==> src/rtl/isu_pkg.sv <==
package isu_pkg;

    typedef enum logic [1:0] {
        OP_DEST   = 2'd0,
        OP_POLICY = 2'd1,
        OP_MASK   = 2'd2,
        OP_GLOBAL = 2'd3
    } isu_op_e;

    typedef enum logic [1:0] {
        POL_FIXED  = 2'd0,
        POL_ROTATE = 2'd1,
        POL_ALL    = 2'd2,
        POL_RSVD   = 2'd3
    } isu_pol_e;

endpackage

==> src/rtl/isu_cfg_bank.sv <==
module isu_cfg_bank #(
    parameter int NUM_IRQ  = 8,
    parameter int NUM_CORE = 4,
    parameter int DATA_W   = 32,
    parameter int IDX_W    = (NUM_IRQ > 1) ? $clog2(NUM_IRQ) : 1
) (
    input  logic                               clk,
    input  logic                               rst_n,
    input  logic                               cmd_valid,
    input  logic [1:0]                         cmd_op,
    input  logic [IDX_W-1:0]                   cmd_idx,
    input  logic [DATA_W-1:0]                  cmd_data,
    output logic [NUM_IRQ-1:0][NUM_CORE-1:0]   dest_o,
    output logic [NUM_IRQ-1:0][1:0]            pol_o,
    output logic [NUM_IRQ-1:0]                 mask_o,
    output logic                               en_o
);
    import isu_pkg::*;

    typedef struct packed {
        logic [NUM_IRQ-1:0][NUM_CORE-1:0] dest;
        logic [NUM_IRQ-1:0][1:0]          pol;
        logic [NUM_IRQ-1:0]               mask;
        logic                             en;
    } cfg_t;

    cfg_t cfg_d, cfg_q;
    logic idx_ok;
    logic unused_data_bits;

    assign unused_data_bits = ^cmd_data;
    assign idx_ok = (int'(cmd_idx) < NUM_IRQ);

    always_comb begin
        cfg_d = cfg_q;
        if (cmd_valid) begin
            case (isu_op_e'(cmd_op))
                OP_DEST:   if (idx_ok) cfg_d.dest[cmd_idx] = cmd_data[NUM_CORE-1:0];
                OP_POLICY: if (idx_ok) cfg_d.pol[cmd_idx]  = cmd_data[1:0];
                OP_MASK:   if (idx_ok) cfg_d.mask[cmd_idx] = cmd_data[0];
                default:   cfg_d.en = cmd_data[0];
            endcase
        end
    end

    always_ff @(posedge clk or negedge rst_n) begin
        if (!rst_n) begin
            cfg_q.dest <= '0;
            cfg_q.pol  <= '0;
            cfg_q.mask <= '1;
            cfg_q.en   <= 1'b0;
        end else begin
            cfg_q <= cfg_d;
        end
    end

    assign dest_o = cfg_q.dest;
    assign pol_o  = cfg_q.pol;
    assign mask_o = cfg_q.mask;
    assign en_o   = cfg_q.en;


    global_en_write_chk: assert property (@(posedge clk) disable iff (!rst_n)
        (cmd_valid && cmd_op == 2'd3) |=> (en_o == $past(cmd_data[0])));


    mask_write_chk: assert property (@(posedge clk) disable iff (!rst_n)
        (cmd_valid && cmd_op == 2'd2 && idx_ok) |=> (mask_o[$past(cmd_idx)] == $past(cmd_data[0])));


    dest_write_chk: assert property (@(posedge clk) disable iff (!rst_n)
        (cmd_valid && cmd_op == 2'd0 && idx_ok) |=> (dest_o[$past(cmd_idx)] == $past(cmd_data[NUM_CORE-1:0])));

endmodule

==> src/rtl/isu_route_lane.sv <==
module isu_route_lane #(
    parameter int NUM_CORE = 4,
    parameter int CIDX_W   = (NUM_CORE > 1) ? $clog2(NUM_CORE) : 1
) (
    input  logic                clk,
    input  logic                rst_n,
    input  logic                en_i,
    input  logic                mask_i,
    input  logic [NUM_CORE-1:0] dest_i,
    input  logic [1:0]          pol_i,
    input  logic                irq_i,
    output logic [NUM_CORE-1:0] out_o
);
    import isu_pkg::*;

    typedef struct packed {
        logic                held;
        logic [CIDX_W-1:0]   cur;
        logic [CIDX_W-1:0]   last;
        logic [NUM_CORE-1:0] out;
    } lane_t;

    lane_t ln_d, ln_q;
    logic              elig;
    logic              start;
    logic              found;
    logic [CIDX_W-1:0] pick;
    logic [CIDX_W-1:0] low;

    assign elig  = en_i && !mask_i && (|dest_i);
    assign start = irq_i && elig && !ln_q.held;

    // next core in the mask above the last one served, wrapping
    always_comb begin
        pick  = ln_q.cur;
        found = 1'b0;
        for (int k = 1; k <= NUM_CORE; k++) begin
            if (!found && dest_i[(int'(ln_q.last) + k) % NUM_CORE]) begin
                pick  = CIDX_W'((int'(ln_q.last) + k) % NUM_CORE);
                found = 1'b1;
            end
        end
    end

    // lowest core in the mask
    always_comb begin
        low = '0;
        for (int k = NUM_CORE - 1; k >= 0; k--) begin
            if (dest_i[k]) low = CIDX_W'(k);
        end
    end

    always_comb begin
        ln_d = ln_q;
        ln_d.held = irq_i && (ln_q.held || start);
        if (start) ln_d.cur = pick;
        if (ln_q.held && !irq_i) ln_d.last = ln_q.cur;

        if (!irq_i || !elig) begin
            ln_d.out = '0;
        end else begin
            case (isu_pol_e'(pol_i))
                POL_ALL:    ln_d.out = dest_i;
                POL_ROTATE: ln_d.out = ln_q.held
                                ? ((NUM_CORE'(1) << ln_q.cur) & dest_i)
                                : (NUM_CORE'(1) << pick);
                default:    ln_d.out = NUM_CORE'(1) << low;
            endcase
        end
    end

    always_ff @(posedge clk or negedge rst_n) begin
        if (!rst_n) begin
            ln_q.held <= 1'b0;
            ln_q.cur  <= '0;
            ln_q.last <= CIDX_W'(NUM_CORE - 1);
            ln_q.out  <= '0;
        end else begin
            ln_q <= ln_d;
        end
    end

    assign out_o = ln_q.out;


    blocked_quiet_chk: assert property (@(posedge clk) disable iff (!rst_n)
        (!en_i || mask_i) |=> (out_o == '0));


    outside_mask_chk: assert property (@(posedge clk) disable iff (!rst_n)
        1'b1 |=> ((out_o & ~$past(dest_i)) == '0));


    level_drop_chk: assert property (@(posedge clk) disable iff (!rst_n)
        !irq_i |=> (out_o == '0));


    fixed_single_chk: assert property (@(posedge clk) disable iff (!rst_n)
        (irq_i && elig && (pol_i == 2'd0 || pol_i == 2'd3)) |=> ($countones(out_o) == 1));


    rotate_single_chk: assert property (@(posedge clk) disable iff (!rst_n)
        (pol_i == 2'd1) |=> ($countones(out_o) <= 1));


    rotate_hold_chk: assert property (@(posedge clk) disable iff (!rst_n)
        (pol_i == 2'd1 && $stable(pol_i) && irq_i && elig && $countones(out_o) == 1
         && (out_o & dest_i) != '0) |=> (out_o == $past(out_o)));

endmodule

==> src/rtl/irq_spread_unit.sv <==
module irq_spread_unit #(
    parameter int NUM_IRQ  = 8,
    parameter int NUM_CORE = 4,
    parameter int DATA_W   = 32,
    localparam int IDX_W   = (NUM_IRQ > 1) ? $clog2(NUM_IRQ) : 1,
    localparam int OUT_W   = NUM_CORE * NUM_IRQ
) (
    input  logic              clk,
    input  logic              rst_n,
    input  logic              cmd_valid,
    input  logic [1:0]        cmd_op,
    input  logic [IDX_W-1:0]  cmd_idx,
    input  logic [DATA_W-1:0] cmd_data,
    input  logic [NUM_IRQ-1:0] irq_in,
    output logic [OUT_W-1:0]  core_irq
);
    logic [NUM_IRQ-1:0][NUM_CORE-1:0] dest_w;
    logic [NUM_IRQ-1:0][1:0]          pol_w;
    logic [NUM_IRQ-1:0]               mask_w;
    logic                             en_w;
    logic [NUM_IRQ-1:0][NUM_CORE-1:0] lane_out;

    isu_cfg_bank #(
        .NUM_IRQ  (NUM_IRQ),
        .NUM_CORE (NUM_CORE),
        .DATA_W   (DATA_W),
        .IDX_W    (IDX_W)
    ) u_cfg (
        .clk       (clk),
        .rst_n     (rst_n),
        .cmd_valid (cmd_valid),
        .cmd_op    (cmd_op),
        .cmd_idx   (cmd_idx),
        .cmd_data  (cmd_data),
        .dest_o    (dest_w),
        .pol_o     (pol_w),
        .mask_o    (mask_w),
        .en_o      (en_w)
    );

    for (genvar i = 0; i < NUM_IRQ; i++) begin : g_lane
        isu_route_lane #(
            .NUM_CORE (NUM_CORE)
        ) u_lane (
            .clk    (clk),
            .rst_n  (rst_n),
            .en_i   (en_w),
            .mask_i (mask_w[i]),
            .dest_i (dest_w[i]),
            .pol_i  (pol_w[i]),
            .irq_i  (irq_in[i]),
            .out_o  (lane_out[i])
        );
        for (genvar c = 0; c < NUM_CORE; c++) begin : g_core
            assign core_irq[c*NUM_IRQ + i] = lane_out[i][c];
        end
    end


    disabled_idle_chk: assert property (@(posedge clk) disable iff (!rst_n)
        !en_w |=> (core_irq == '0));

endmodule

==> config.mk <==
export PLATFORM = sky130hd
export DESIGN_NAME = irq_spread_unit
export DESIGN_NICKNAME = d
export VERILOG_FILES = /design/src/rtl/isu_pkg.sv /design/src/rtl/isu_cfg_bank.sv /design/src/rtl/isu_route_lane.sv /design/src/rtl/irq_spread_unit.sv
export SDC_FILE = /design/constraint.sdc
export NUM_CORES = 1
export LEC_CHECK = 0
export ABC_AREA = 1
export BUFFER_PORTS_ARGS = -buffer_cell sky130_fd_sc_hd__buf_4
export CORE_MARGIN = 3
export CORE_UTILIZATION = 45
export DETAILED_ROUTE_END_ITERATION = 12
export GPL_TIMING_DRIVEN = 0
export MAX_ROUTING_LAYER = met4
export PLACE_DENSITY_LB_ADDON = 0.25
export SYNTH_ARGS = -nofsm -noshare
export SYNTH_HDL_FRONTEND = slang
export SYNTH_SLANG_ARGS = --single-unit
==> constraint.sdc <==
create_clock -name clk -period 3.23 [get_ports clk]
set_clock_uncertainty 0.05 [all_clocks]
set_input_delay 0.4845 -clock clk [delete_from_list [all_inputs] [get_ports clk]]
set_output_delay 0.4845 -clock clk [all_outputs]
set_load 0.02 [all_outputs]
# Yosys cells after proc, flatten, opt, wreduce, memory -nomap -nowiden
# Index checks and enable logic that the tools add are counted.
[classes]
addsub = 32
reduce_logical = 191
shift = 24
muxes = 217
n_eq_ne = 18
order_cmp = 34
bitwise_logic = 41
[op_table]
columns = ["operator", "count"]
rows = [
  ["< comparator 3 x 4 -> 1 bit (second input constant)", 33],
  ["2-to-1 mux 2 bit", 65],
  ["left shift 1 x 2 -> 4 bit (first input constant)", 24],
  ["2-to-1 mux 1 bit", 89],
  ["logical AND 1 bit", 73],
  ["2-to-1 mux 4 bit", 17],
  ["binary-select mux 1 bit (select 2 bit)", 32],
  ["case mux 4 bit (2 select lines)", 8],
  ["OR reduction 2 bit", 32],
  ["logical NOT 1 bit", 56],
  ["adder 2 x 1 -> 2 bit (second input constant)", 16],
  ["adder 2 bit (second input constant)", 16],
  ["bitwise AND 1 bit (first input constant)", 32],
  ["bitwise AND 4 bit", 8],
  ["bitwise mux 32 bit", 1],
  ["OR reduction 4 bit", 8],
  ["== test 2 x 1 -> 1 bit (second input constant)", 9],
  ["== test 2 bit (second input constant)", 9],
  ["bitwise mux 16 bit", 1],
  ["logical OR 1 bit", 16],
  ["demux 4 bit (select 3 bit)", 1],
  ["bitwise mux 8 bit", 1],
  ["AND reduction 2 bit", 4],
  ["demux 2 bit (select 3 bit)", 1],
  ["other kinds (5)", 5],
]
[totals]
regBits = 129
out_inout_bits = 32
input_bits = 48
word_cells = 607

# Longest topological paths before layout
# Gate-level depths: netlist (run 1).
[depth]
word_depth = 20
depth_mapped = 19
ltp_nobuf = 18

# Cells and area by module
# Synthesis (run 1) repeated with hierarchy kept, for this count alone.
[hier_totals]
cells_unflattened = 1532
hier_area_um2 = 10317.4
[modules_own_cells]
columns = ["module", "area_each_um2", "cells_each", "seq_area_each_um2", "n_inst"]
rows = [
  ["isu_route_lane", 974.7, 153, 227.7, 8],
  ["isu_cfg_bank", 2519.9, 308, 1436.4, 1],
]

# Worst setup path after synthesis (run 1)
# Ideal clock, no wire load.
[synth_timing]
path_kind = "register to register"
start = "register g_lane[3].u_lane.ln_q[4] (netlist bit)"
end = "register g_lane[3].u_lane.ln_q (netlist bit g_lane[3].u_lane.out_o[2])"
setup_slack_ps = 1363
required_ps = 3107
period_less_slack_ps = 1867
path_buffers = 1
setup_time_ps = 73
stages_incl_launch_ff = 18
arrival_ps = 1744
cell_sequence = "dfstp_2 -> buf_6 -> inv_6 -> nand2_2 -> nand2_4 -> nand2_4 -> nand2_4 -> nor2_4 -> inv_2 -> nor2_2 -> nor2_1 -> a21oi_2 -> nand2_1 -> nand2_1 -> nand2_1 -> nand2_1 -> nand2_1 -> a21oi_2"
[synth_lines]
columns = ["item", "line_no", "rtl"]
rows = [
  ["start, declared", "isu_route_lane.sv:23", "lane_t ln_d, ln_q;"],
  ["start signal, assigned", "isu_route_lane.sv:79", "ln_q <= ln_d;"],
]

==> results.cfg, run 1 <==
[status]
outcome = complete, no violations

[critical_path]
critPathRequiredTime_ns = 3.50
path_class = flip-flop to flip-flop
startpoint_type = flip-flop
worstPathArrival_ns = 2.48
end_kind = flip-flop
cp_max_fo = 10

[sta]
fmax_ghz = 0.453
setup_violations = 0
setup-tns-final_ns = 0
slew_violations = 0
fin_crit_ns = 2.21
fin_ws_ns = 1.02
hold_viol = 0
rsz0062_at_grt = no
min_period_over_period_pct = 68.4
tightest_slew_ns = 0.929
max_slew_margin_pct = 37.6

[die]
core_area_um2 = 20600
die-height_um = 152
rows = 52
start_util_pct = 46.5
ios = 80
die_area_um2 = 23000
die_x_um = 152

[routing]
met3_length_um = 970
vias = 9040
wl_met1_um = 10600
wl_met2_um = 10600
drtIter0Drc = 474
wl_um = 22500
ant_nets = 0
top_layer_used = met4
drcViolationCount = 0
drt-wirelength-per-cell_um = 12.8
firstDrtPassIters = 7
via_per_inst = 5.15

[cts]
clkLatencyLatePin_ns = 0.42
cts_buffers = 17
cts_setup_buffers = 0
cts_hold_buf = 1
cts_max_level = 4
cts_max_path_buffers = 2
clkTransAtPathRegs_ns = 0.05
cts_tree = built
post_cts_resized = 0
cts-root-buf = clkbuf_16
cts.sinks = 129

[logic_synthesis]
yosys-top-cells-count = 441 x nand2_1, 130 x inv_1, 118 x o21ai_0, 109 x nand3_1, 105 x dfrtp_1
synthCells = 1400
yosysSeqAreaShare_pct = 34.1
synth.distinct_cells = 37
syn_area_um2 = 9550
synth_edf_count = 0
synth_nets = 1464
yosysWarnings = 0
avgSynthCellArea_um2 = 6.82
yosysMostFrequentCell = nand2_1
yosysTopAreaCellShare_pct = 27.5
ys.flop_type = dfrtp_1
yosys.area.top_type = dfrtp_1
synth-seq-cells = 129
netlist_top_cells_area = dfrtp_1 28%, nand2_1 17%, dfstp_2 6.6%
async_flop_share_pct = 100

[run]
cap_violations = 0

[placement]
gp_congestion = 0.927
dpl_worst_slack_ns = 1.03
io_buffer_count = 51
dp_hpwl_um = 16500

[power]
fin_total_pwr_mw = 10.7
p_leak_nw = 5.49
ir_drop_v = 0.000464
powerDensity_nw_per_um2 = 980

[global_route]
antenna_found_initial = 0
grt_overflow = 0
first_global_vias = 8291
grt_max_degree = 93
grt_pass1_wl_um = 38300
grt_usage_pct = 20.8

[layout]
layout-drive-gt1-share_pct = 21.9
nets = 1536
antenna_cells = 0
area_delta_synth_final_pct = 14.5
final_util_pct = 53.2

[hold_path]
hold_path_class = input pin to flip-flop
==> per-layer routing <==
metal | global-route usage, % | vias up
met5 | - | -
met4 | 5.71 | 0
met3 | 2.91 | 28
met1 | 28.1 | 4165
li1 | - | 4663
met2 | 33.1 | 184
==> flip-flops by register name, indices dropped and copies added, names as in the netlist <==
name,count
g_lane.u_lane.out_o,32
u_cfg.dest_o,32
u_cfg.en_o,1
u_cfg.pol_o,16
u_cfg.mask_o,8
g_lane.u_lane.ln_q,40
==> metrics by stage <==
stage / hold WS, ns / cell area (um2) / instances
after CTS: 0.271 / 10900 / 1755
final: 0.279 / 10900 / 1755
after floorplan: 0.139 / 9550 / 1400
after global placement: 0.449 / 10300 / 1721
after global routing: 0.285 / 10900 / 1755
after detailed placement: 0.372 / 10300 / 1722
==> kinds of logic (layout without fill, tap and decap cells) <==
family | Yosys count | in the layout | synth area share (%)
buffers and inverters | 240 | 325 | 12.4
adder cells (fa/ha/maj) | 16 | 16 | 2.10
flip-flops | 129 | 129 | 34.1
AO/OA/AOI/OAI | 266 | 266 | 15.4
AND/OR/NAND/NOR | 749 | 749 | 36.1
==> critical path, cell delays in order, from the launching register on <==
cell and delay (ns):
dfstp_2 0.51, buf_4 0.17, inv_2 0.08, nand2_1 0.08, nand2_2 0.07, nand2_2 0.10
nand2_2 0.09, o21ai_0 0.18, nand3_1 0.14, nand2_1 0.11, o21ai_2 0.07, o21ai_0 0.18
nand3_1 0.10, a21oi_1 0.20
==> final timing paths <==
kind | startpoint | endpoint | slack, ns | cells after the start
max in group asynchronous | rst_n | g_lane[0].u_lane.ln_q[4]$_DFFE_PN1P_ | 1.84 | 3
max | g_lane[1].u_lane.ln_q[5]$_DFFE_PN1P_ | g_lane[1].u_lane.out_o[3]$_DFF_PN0_ | 1.02 | 13
min | irq_in[7] | g_lane[7].u_lane.ln_q[8]$_DFF_PN0_ | 0.28 | 3
min in group asynchronous | rst_n | g_lane[3].u_lane.out_o[1]$_DFF_PN0_ | 0.49 | 2
min reg2reg | u_cfg.pol_o[3]$_DFFE_PN0P_ | u_cfg.pol_o[3]$_DFFE_PN0P_ | 0.46 | 2
max reg2reg | g_lane[1].u_lane.ln_q[5]$_DFFE_PN1P_ | g_lane[1].u_lane.out_o[3]$_DFF_PN0_ | 1.02 | 13
==> area by class of cell <==
class / instances / area (um2)
inverters: 169 / 667
multi-input cells: 1031 / 5110
plain buffers: 71 / 513
repair buffers: 53 / 424
fillers: 2011 / 9620
clock buffers: 24 / 502
well taps: 270 / 338
clock inverters: 8 / 125
flip-flops and latches: 129 / 3260
==> where the power goes <==
group | switching (mW) | internal [mW]
clock network | 0.694 | 1.31
logic | 4.16 | 2.19
registers | 0.293 | 2.07
total | 5.15 | 5.57
==> layout by cell type (no fill, tap or decap), drive strengths merged <==
| master | count |
|---|---|
| buf | 116 |
| dfrtp | 105 |
| dlygate4sd3 | 1 |
| nand4 | 20 |
| clkinv | 3 |
| clkinvlp | 4 |
| bufinv | 3 |
| inv | 167 |
| o21ai | 141 |
| nand2 | 524 |
| clkbuf | 31 |
| a31oi | 8 |
| o311ai | 4 |
| a21boi | 8 |
| nor2 | 65 |
| nor4 | 9 |
| o31ai | 21 |
| a21oi | 83 |
| dfstp | 24 |
| nor3 | 17 |
| or2 | 3 |
| ha | 16 |
| a211oi | 1 |
| nand3 | 111 |
Note: power is estimated with default switching activity, not from simulation.
==> run 2, diff against run 1 <==
Clock period 3.23 ns to 1.8 ns, I/O delays scaled along.
==> run 2 against run 1 <==
Compared with the run above: the run now ends with setup timing left; utilization grew 10 points; worst hold slack lost 0.22 ns; maximum frequency shrank 3.1%; critical path type unchanged; largest cell class unchanged; largest power group unchanged.
==> results.cfg, run 2 (synthesized netlist as in run 1, its figures left out) <==
[status]
violations = setup timing
outcome = finished with violations

[global_route]
first_global_vias = 9130
antenna_found_initial = 1
grt_max_degree = 94
grt_usage_pct = 23.2
grt_overflow = 0
grt_pass1_wl_um = 42300

[routing]
vias = 9876
drcViolationCount = 0
wl_um = 27500
ant_nets = 0
via_per_inst = 5.33
firstDrtPassIters = 5
drt-wirelength-per-cell_um = 14.8
drtIter0Drc = 578

[hold_path]
min_delay_path_depth = 3
holdPathEnd = g_lane[7].u_lane.ln_q[8]$_DFF_PN0_
hold_path_class = input pin to flip-flop
holdCritStartpoint = irq_in[7]

[layout]
top_register = g_lane.u_lane.ln_q
largest_reg_flops = 40
nets = 1634
layout-drive-gt1-share_pct = 41.1
final_common_cell = nand2_1
fill_cells = 1715
final_cell_mix = 333 x nand2_1, 154 x buf_4, 123 x inv_1, 104 x dfrtp_1, 99 x nand2_2
area_delta_synth_final_pct = 37.1

[sta]
fin_crit_ns = 2.28
fmax_ghz = 0.439
tightest_slew_ns = 0.974
min_period_over_period_pct = 127
rsz0062_at_grt = yes
setup-tns-final_ns = -12.02
slew_violations = 0
fin_ws_ns = -0.480
max_slew_margin_pct = 34.5
hold_viol = 0
setup_violations = 46

[critical_path]
worstReg2RegStart = g_lane[0].u_lane.ln_q[5]$_DFFE_PN1P_
path_class = flip-flop to flip-flop
worstRegToRegCells = 14
end_kind = flip-flop
r2r_slack_ns = -0.48
cp_max_fo = 7
reg2reg_to = g_lane[0].u_lane.out_o[3]$_DFF_PN0_
worstPathArrival_ns = 2.58
crit_slowest_cell = dfstp_2
crit_path_max_incr_delay_ns = 0.62
critPathRequiredTime_ns = 2.10
cpLargestDelayFamily = simple AND/OR/NAND/NOR gates
cp_cell_sequence = inv_2 -> nand2_1 -> nand2_4 -> nand2_4 -> nand2_4 -> nor2_4 -> inv_2 -> nor2_2 -> nor2_2 -> a21oi_4 -> inv_2 -> o21ai_2 -> nand3_2 -> a21oi_2
crit_buf_inv = 3
startpoint_type = flip-flop

[die]
start_util_pct = 46.5
die_x_um = 152
rows = 52
ios = 80
core_area_um2 = 20600
die_area_um2 = 23000
die-height_um = 152

[placement]
dp_hpwl_um = 16500
io_buffer_count = 51
gp_congestion = 0.909
dpl_worst_slack_ns = -0.347

[power]
p_leak_nw = 6.41
powerDensity_nw_per_um2 = 2020
ir_drop_v = 0.00113

[cts]
cts_max_level = 4
clkTransAtPathRegs_ns = 0.06
cts-root-buf = clkbuf_16
cts_max_path_buffers = 2
cts.sinks = 129
cts_buffers = 17
clkLatencyLatePin_ns = 0.42
cts_tree = built

[run]
cap_violations = 0
## run 2: cell count changes in the layout (fill, tap and decap cells not counted), moves of 32 or more
cell     delta
nand2_1   -108
nand3_1    -36
nand2_4    +76
nand3_2    +32
nand2_2    +32
buf_4      +64
## run 2: area by class of cell
cell class                      instances  area (um2)  share of cell area, %
Tap cell                              270         338                   2.58
Antenna cell                            1        2.50                 0.0191
Clock buffer                           18         439                   3.35
Inverter                              169         699                   5.34
Timing Repair inverter                  2        15.0                  0.115
Timing Repair Buffer                  153        1320                   10.1
Multi-Input combinational cell       1031        6340                   48.4
Sequential cell                       129        3260                   24.9
Clock inverter                         14         165                   1.26
Buffer                                 67         513                   3.92
## run 2: worst max-delay path by stage
stage,startpoint,to,slack [ns],cells after the start
2_1_floorplan,g_lane[3].u_lane.ln_q[4]$_DFFE_PN1P_,g_lane[3].u_lane.out_o[2]$_DFF_PN0_,-0.06,17
3_3_place_gp,g_lane[7].u_lane.ln_q[4]$_DFFE_PN1P_,g_lane[7].u_lane.out_o[2]$_DFF_PN0_,-0.35,15
3_5_place_dp,g_lane[2].u_lane.ln_q[4]$_DFFE_PN1P_,g_lane[2].u_lane.out_o[3]$_DFF_PN0_,-0.35,15
4_1_cts,g_lane[3].u_lane.ln_q[4]$_DFFE_PN1P_,g_lane[3].u_lane.out_o[3]$_DFF_PN0_,-0.32,15
5_1_grt,g_lane[3].u_lane.ln_q[4]$_DFFE_PN1P_,g_lane[3].u_lane.out_o[2]$_DFF_PN0_,-0.56,17
6_report,g_lane[0].u_lane.ln_q[5]$_DFFE_PN1P_,g_lane[0].u_lane.out_o[3]$_DFF_PN0_,-0.48,14
## run 2: where the power goes
part | switching [mW] | internal, mW | leakage [nW]
Clock | 1.35 | 2.20 | 0.284
Sequential | 0.695 | 3.72 | 1.63
Combinational | 10.9 | 7.56 | 4.50
## run 2: routing by layer
layer | vias to the layer above | track usage (%) | part of all wire, %
li1 | 4868 | - | -
met1 | 4668 | 29.2 | 43
met2 | 266 | 38.6 | 50
met3 | 74 | 4.13 | 3.9
met4 | 0 | 6.47 | 3.0
met5 | - | - | 0
## run 2: repair_timing
action                                 4_1_cts  5_1_grt
resized for setup                          199      191
endpoints found under the hold margin       35        0
pin swaps                                   76      127
setup endpoints to repair                   46       48
hold buffers                                 1        0
gates cloned                                 4        3
setup buffers                               60       36
## run 2: per-stage QoR
stage / area [um2] / instances / utilization, % / total power [mW] / hold WS [ns]
6_report: 13100 / 1854 / 63.7 / 26.4 / 0.0614
3_5_place_dp: 10300 / 1722 / 50.3 / 15.6 / 0.157
2_1_floorplan: 9590 / 1400 / - / 13.5 / -0.0756
5_1_grt: 13100 / 1854 / 63.7 / 28.3 / 0.0569
4_1_cts: 12100 / 1816 / 58.9 / 22.1 / 0.0399
3_3_place_gp: 10300 / 1721 / 50.1 / 15.4 / 0.450
## run 2: worst min-delay path, stage by stage
cell and delay (ns):
buf_4 0.12, inv_1 0.06, a21oi_1 0.04
==> run 3, diff against run 2 <==
Settings changed: CORE_MARGIN 3 to 4.
==> run 3 against run 2 <==
Compared with the run above: the flow still finishes with violations (setup timing); global-route usage decreased by 1.0 points; final cell count increased by 0.38%; sequential power about the same; worst hold slack improved by 0.0096 ns; wire length about the same; highest routed layer unchanged; sequential cell count unchanged; largest cell class unchanged; critical path type unchanged; critical path depth increased by 1; via count increased by 0.54%; first-iteration DRC count decreased by 2.8%; sequential share of layout area decreased by 0.62 points; worst setup slack improved by 0.053 ns.
==> results.cfg, run 3 (synthesized netlist as in run 1, its figures left out) <==
[routing]
vias = 9929
firstDrtPassIters = 5
via_per_inst = 5.34
drt-wirelength-per-cell_um = 14.8
ant_nets = 0
drtIter0Drc = 562
wl_um = 27600
drcViolationCount = 0

[sta]
slew_violations = 0
fmax_ghz = 0.449
hold_viol = 0
fin_crit_ns = 2.23
max_slew_margin_pct = 45.5
fin_ws_ns = -0.426
rsz0062_at_grt = yes
min_period_over_period_pct = 124
setup_violations = 47
tightest_slew_ns = 0.811

[layout]
layout-drive-gt1-share_pct = 43.3
antenna_cells = 0
fill_cells = 1723
top_register = g_lane.u_lane.ln_q
final_util_pct = 64.1
largest_reg_flops = 40
nets = 1637
area_delta_synth_final_pct = 40.7
final_common_cell = nand2_1
final_cell_mix = 316 x nand2_1, 150 x buf_4, 119 x inv_1, 105 x nand2_2

[die]
die_x_um = 154
die_area_um2 = 23600
core_area_um2 = 21000
rows = 53
ios = 80
start_util_pct = 45.6
die-height_um = 154

[power]
powerDensity_nw_per_um2 = 2080
fin_total_pwr_mw = 28.0
p_leak_nw = 6.54
ir_drop_v = 0.000961

[critical_path]
worstReg2RegStart = g_lane[2].u_lane.ln_q[4]$_DFFE_PN1P_
crit_slowest_cell = dfstp_2
critPathRequiredTime_ns = 2.09
cpLargestDelayFamily = simple AND/OR/NAND/NOR gates
startpoint = g_lane[2].u_lane.ln_q[4]$_DFFE_PN1P_
crit_buf_inv = 1
end_kind = flip-flop
startpoint_type = flip-flop
r2r_slack_ns = -0.43
cp_max_fo = 5
cpMostUsedCell = nand2_1
worstPathArrival_ns = 2.51
path_class = flip-flop to flip-flop
cp_cell_sequence = buf_8 -> nand2_1 -> nand2_4 -> nand3_1 -> nand2_2 -> nand2_2 -> nor2_4 -> nor2_4 -> a21oi_4 -> nand2_1 -> nand2_1 -> nand2_1 -> nand2_1 -> nand2_1 -> a21oi_2
crit_path_max_incr_delay_ns = 0.55
worstRegToRegCells = 15
reg2reg_to = g_lane[2].u_lane.out_o[2]$_DFF_PN0_

[run]
cap_violations = 0

[cts]
cts_max_level = 4
clkTransAtPathRegs_ns = 0.06
cts.sinks = 129
cts-root-buf = clkbuf_16
cts_buffers = 17
cts_tree = built
clkLatencyLatePin_ns = 0.42
cts_max_path_buffers = 2

[global_route]
grt_max_degree = 98
grt.busiest_layer = met2
first_global_vias = 9191
grt_usage_pct = 22.1
grt_pass1_wl_um = 43000
antenna_found_initial = 0
use_met3_pct = 3.46
grt_overflow = 0
met1_usage_pct = 28.3
met2_usage_pct = 36.7

[hold_path]
min_delay_path_depth = 3
hold_path_class = input pin to flip-flop
holdPathEnd = g_lane[7].u_lane.ln_q[8]$_DFF_PN0_
holdCritStartpoint = irq_in[7]

[status]
outcome = finished with violations
violations = setup timing

[placement]
io_buffer_count = 51
dp_hpwl_um = 16600
gp_congestion = 0.893
-- run 3: how the worst max path moves through the flow --
stage / slack, ns / end / cells after the start
after floorplan: -0.06 / g_lane[3].u_lane.out_o[2]$_DFF_PN0_ / 17
after global placement: -0.39 / g_lane[5].u_lane.out_o[2]$_DFF_PN0_ / 15
after detailed placement: -0.40 / g_lane[5].u_lane.out_o[2]$_DFF_PN0_ / 15
after CTS: -0.34 / g_lane[3].u_lane.out_o[2]$_DFF_PN0_ / 16
after global routing: -0.54 / g_lane[2].u_lane.out_o[1]$_DFF_PN0_ / 16
final: -0.43 / g_lane[2].u_lane.out_o[2]$_DFF_PN0_ / 15
-- run 3: worst min-delay path: stages --
cell and delay (ns):
buf_4 0.12, inv_1 0.07, a21oi_1 0.04
-- run 3: metrics by stage --
stage	setup TNS (ns)	area, um2	hold slack [ns]	setup slack (ns)	cells
after detailed placement	-16.50	10300	0.138	-0.398	1727
after floorplan	-0.513	9590	-0.0756	-0.0613	1400
final	-12.58	13400	0.0710	-0.426	1861
after global placement	-21.73	10300	0.450	-0.386	1726
after global routing	-17.54	13400	0.0718	-0.538	1861
after CTS	-8.70	12400	0.0541	-0.344	1831
-- run 3: what timing repair did --
item	in CTS	in global routing
cloned	4	1
setup endpoints to repair	47	68
pin swaps	114	134
setup buffers	71	34
gates resized for setup	252	215
hold buffers	1	0
endpoints found under the hold margin	32	0
-- run 3: layout make-up --
cell class	count	area, um2	area share, %
clock buffers	19	453	3.37
flip-flops and latches	129	3260	24.3
repair buffers	157	1400	10.4
well taps	275	344	2.56
plain buffers	68	532	3.96
inverters	169	718	5.35
clock inverters	13	208	1.55
multi-input cells	1031	6520	48.6
-- run 3: routing by layer --
layer,up-vias,share of wire [%]
li1,4875,-
met1,4676,42
met2,318,51
met3,60,5.3
met4,0,2.1
met5,-,0
-- run 3: report_power, final --
part | switching, mW | leakage (nW) | internal, mW
clock | 1.31 | 0.312 | 2.53
combinational | 11.5 | 4.60 | 8.29
sequential | 0.662 | 1.62 | 3.72
